**config.mk**
```make
export PLATFORM = sky130hd
export DESIGN_NAME = seq_code_counter
export DESIGN_NICKNAME = d
export VERILOG_FILES = /design/src/rtl/cmap_pkg.sv /design/src/rtl/cmap_counter.sv /design/src/rtl/cmap_decoder.sv /design/src/rtl/seq_code_counter.sv
export SDC_FILE = /design/constraint.sdc
export NUM_CORES = 1
export LEC_CHECK = 0
export CELL_PAD_IN_SITES_DETAIL_PLACEMENT = 2
export CELL_PAD_IN_SITES_GLOBAL_PLACEMENT = 2
export CORE_AREA = 2 2 39 41
export DETAILED_ROUTE_END_ITERATION = 6
export DIE_AREA = 0 0 41 43
export HOLD_SLACK_MARGIN = 0.02
export PLACE_DENSITY_LB_ADDON = 0.1
export SLEW_MARGIN = 20
export SYNTH_ARGS = -nofsm -noshare
export SYNTH_HDL_FRONTEND = slang
export SYNTH_SLANG_ARGS = --single-unit
export TNS_END_PERCENT = 100
```
**constraint.sdc**
```tcl
create_clock -name clk -period 1.1 [get_ports clk]
set_input_delay 0.22 -clock clk [delete_from_list [all_inputs] [get_ports clk]]
set_output_delay 0.22 -clock clk [all_outputs]
set_load 0.01 [all_outputs]
```
**src/rtl/cmap_pkg.sv**
```systemverilog
package cmap_pkg;
    localparam int CNT_W = 2;
    localparam int OUT_W = 3;

    typedef logic [CNT_W-1:0] cnt_t;
    typedef logic [OUT_W-1:0] code_t;

    // fixed remapping of count value to output code
    function automatic code_t map_code(input cnt_t s);
        code_t c;
        case (s)
            2'd0:    c = 3'b001;
            2'd1:    c = 3'b010;
            2'd2:    c = 3'b011;
            default: c = 3'b101;
        endcase
        return c;
    endfunction
endpackage

```
**src/rtl/cmap_counter.sv**
```systemverilog
module cmap_counter
    import cmap_pkg::*;
(
    input  logic clk,
    input  logic rst,
    input  logic en,
    output cnt_t state_d_o,
    output cnt_t state_q_o
);
    typedef struct packed {
        cnt_t state;
    } cnt_regs_t;

    cnt_regs_t regs_d, regs_q;

    always_comb begin
        regs_d = regs_q;
        if (rst) begin
            regs_d.state = '0;
        end else if (en) begin
            regs_d.state = regs_q.state + cnt_t'(1);
        end
    end

    always_ff @(posedge clk) begin
        regs_q <= regs_d;
    end

    assign state_d_o = regs_d.state;
    assign state_q_o = regs_q.state;

    // reset clears the state
    assert_reset_clear_R1: assert property (@(posedge clk)
        rst |=> (regs_q.state == '0));

    // enabled step advances by one with wrap
    assert_step_R2: assert property (@(posedge clk) disable iff (rst)
        en |=> (regs_q.state == cnt_t'($past(regs_q.state) + cnt_t'(1))));

    // disabled step holds
    assert_hold_R3: assert property (@(posedge clk) disable iff (rst)
        !en |=> $stable(regs_q.state));
endmodule

```
**src/rtl/cmap_decoder.sv**
```systemverilog
module cmap_decoder
    import cmap_pkg::*;
(
    input  logic  clk,
    input  logic  rst,
    input  cnt_t  state_d_i,
    input  cnt_t  state_q_i,
    output code_t code_q_o
);
    typedef struct packed {
        code_t code;
    } dec_regs_t;

    dec_regs_t regs_d, regs_q;

    // decode the upcoming state so the registered code lines up with it
    always_comb begin
        regs_d.code = map_code(state_d_i);
    end

    always_ff @(posedge clk) begin
        if (rst) begin
            regs_q.code <= map_code('0);
        end else begin
            regs_q <= regs_d;
        end
    end

    assign code_q_o = regs_q.code;

    // reset yields code 001
    assert_reset_code_R1: assert property (@(posedge clk)
        rst |=> (regs_q.code == 3'b001));

    // registered code tracks the counter's stored state
    assert_map_R4: assert property (@(posedge clk) disable iff (rst)
        1'b1 |=> (regs_q.code == map_code(state_q_i)));
endmodule

```
**src/rtl/seq_code_counter.sv**
```systemverilog
module seq_code_counter
    import cmap_pkg::*;
(
    input  logic       clk,
    input  logic       rst,
    input  logic       en,
    output logic [2:0] code_o,
    output logic [1:0] state_o
);
    cnt_t  state_d;
    cnt_t  state_q;
    code_t code_q;

    cmap_counter u_counter (
        .clk       (clk),
        .rst       (rst),
        .en        (en),
        .state_d_o (state_d),
        .state_q_o (state_q)
    );

    cmap_decoder u_decoder (
        .clk       (clk),
        .rst       (rst),
        .state_d_i (state_d),
        .state_q_i (state_q),
        .code_q_o  (code_q)
    );

    assign code_o  = code_q;
    assign state_o = state_q;

    // output moves only together with the state
    assert_code_stable_R5: assert property (@(posedge clk) disable iff (rst)
        $stable(state_o) |-> $stable(code_o));
endmodule

```
==> impl_results.md <==
* P per Cell Area at between 1500 and 2000 nW/um2
* Clock skew at approximately 0.009 ns
* Core Area at ~1400 um2
* # IOs at 8
* Tightest Pin Transition at 0.256 ns
* Clk buf depth at 2
* Critical Path Sink: state_o[1]
* Synth top area share at 0.615
* R2R setup slack at about 0.16 ns
* Worst reg2reg path depth at 3
* Top delay family on crit path: flip-flops
* Critical Path Source: u_counter.state_q_o[1]$_DFF_P_
* Async SR Flop Fraction at 0
* Placer congestion estimate at between 0.5 and 0.6
* Critical path cell sequence: clkdlybuf4s15_1
* Number of buffers inserted by hold repair at cts at 0
* Final Core Density at 0.210
* Worst Hold Slack at between 0.5 and 0.6 ns
* H-tree Lvls at 1
* Area leader, netlist: dfxtp_1
* Synth warnings at 0
* Distinct cell type count after synthesis at 7
* Share of layout cells above drive strength 1 at 0.179
* Finished Layout Cells at 44
* DRC violation count after routing at 0
* CTS Buf Count at 3
* Slew Limit Fails at 0
* Initial Utilization at 0.118
* DR vias at around 150
* Setup bufs post-CTS at 0
* Number of max-cap violations at 0
* Stages on worst setup path at 1
* Setup CP Type: reg -> out
* GRT Util Overall at 0.0553
* Hold Fails Final Rpt at 0
* ANT nets after route at 0
* Critical Path Sink Type: output port
* Clock share of power at 0.437
* DR iter-0 viols at 0
* CP max stage cell: dfxtp_1
* Top cells by count, synth: dfxtp_1, nor2_1, mux2i_1, or2_1
* Rows at 14
* Vias/cell at ~3.3
* Endpoints failing setup at 0
* FF+latch area at 100 um2
* Antenna Cells at 0
* Post-route clock period utilization at 0.954
* Net Sw Frac at 0.238
* Post-placement cell area at around 270 um2
* Die Y-Extent at about 43 um
* Register area share after synthesis at 0.615
* Setup TNS Final at 0 ns
* Mapped Cells at 15
* Peak VDD IR at between 0.4 and 0.5 mV
* FF+latch count, synth at 5
* Leak pwr at around 0.13 nW
* Top FF cell, synth: dfxtp_1
* Dominant cells by area after synthesis: dfxtp_1, mux2i_1, or2_1, nor2_1, xnor2_1
* Psw at about 120 uW
* DIE AREA at approximately 1800 um2
* GRT overflow at 0
* Crit path time final at about 1.0 ns
* DPL Wire Length at slightly above 300 um
* Design Area, Final at 290 um2
* Hold Path Class: reg -> reg
* Syn Area/Cell at about 11 um2
* Clock root cell: clkbuf_4
* Maximum clock frequency at approximately 950 MHz
* Pint at roughly 380 uW
* Nets@finish at 32
* Slowest stage delay, CP at between 0.3 and 0.4 ns
* Clock latency on the worst-skew pair at approximately 0.24 ns
* RSZ-0062 raised after global routing: false
* CTS sink count at 5
* EDFF count, synth at 0
* Post-Syn Area at roughly 160 um2
* Area growth from synthesis to layout at 78.5%
* Critical path buffers and inverters at 1
* Post-place setup slack at -0.142 ns
* Total chip power at roughly 500 uW
* Vias in the first global route at approximately 150
* CTS tree: yes
* Status: completed
* Largest net degree at the start of global routing at 4
* IO buf count at 7
* Hold path depth at 2
* DRT Wirelength at between 300 and 400 um
* Critical Path RT at 0.88 ns
* First-pass iteration count of the detailed router at 1
* Most common cell in the netlist: dfxtp_1
* Setup crit start kind: flip-flop
* Comb pwr share at 0.155
* Wire per inst at ~8.2 um
* Initial antenna violation count at 0
* Global-route wire length before repair at 545 um
* Reg2Reg Capture Point: u_decoder.code_q_o[0]$_SDFF_PP1_
* Seq pwr share at 0.408
* PostCTS Resize Cnt at 5
* Setup ws final at ~0.051 ns
* Max_slew headroom at 0.828
* Placed Cells at 40
* Reg clk slew, reported paths at 0.05 ns
* Syn nets at 18
* Die X at about 41 um
* CP Max Fanout at 3
* RR Startpoint: u_counter.state_q_o[0]$_DFF_P_
* Multi-input logic area at roughly 63 um2
* Fillers at between 150 and 200
* Arrival @ worst endpoint at 0.83 ns
-- per-layer routing --
metal  up-vias  share of wire  track usage
met5         -              0            0
met4         0          0.011       0.0800
met3         2          0.080       0.0314
met2         5           0.49       0.0625
met1        67           0.42       0.0550
li1         73              -            -
-- power by group through the flow --
stage	logic [mW]	registers [mW]	clock network, mW
floorplan	0.0236	0.218	0
global placement	0.0890	0.207	0
detailed placement	0.0883	0.207	0
CTS	0.0777	0.203	0.225
global route	0.0837	0.205	0.241
finish	0.0768	0.203	0.217
-- registers in the layout (all words and copies together), names as in the netlist --
signal	cells
u_counter.state_q_o	2
u_decoder.code_q_o	3
-- kinds of logic after synthesis --
logic type	Yosys count	synth area share
flops	5	0.615
simple gates	7	0.208
xor+xnor	1	0.0539
mux	2	0.123
-- layout by cell type, fill, tap and decap left out --
cell and instances:
dfxtp_1 5, nor2_1 3, clkbuf_4 3, dlygate4sd2_1 3, or2_1 2, mux2i_1 2
clkdlybuf4s50_1 2, clkdlybuf4s15_1 2, buf_4 2, xnor2_1 1, nand2b_1 1, nand2_1 1
clkbuf_1 1
-- worst min-delay path by stage --
stage	endpoint	slack [ns]	from
final	u_decoder.code_q_o[2]$_SDFF_PP0_	0.54	u_counter.state_q_o[1]$_DFF_P_
after global routing	u_decoder.code_q_o[2]$_SDFF_PP0_	0.58	u_counter.state_q_o[1]$_DFF_P_
after CTS	u_decoder.code_q_o[2]$_SDFF_PP0_	0.54	u_counter.state_q_o[1]$_DFF_P_
after detailed placement	u_decoder.code_q_o[2]$_SDFF_PP0_	0.53	u_counter.state_q_o[1]$_DFF_P_
after global placement	u_decoder.code_q_o[2]$_SDFF_PP0_	0.53	u_counter.state_q_o[1]$_DFF_P_
after floorplan	u_counter.state_q_o[0]$_DFF_P_	0.29	rst
-- layout make-up --
class                   instances  area share
well taps                      16      0.0690
clock buffers                   4      0.0905
multi-input cells              10       0.216
repair buffers                  9       0.280
flip-flops and latches          5       0.345
Note: power is estimated with default switching activity, not from simulation.
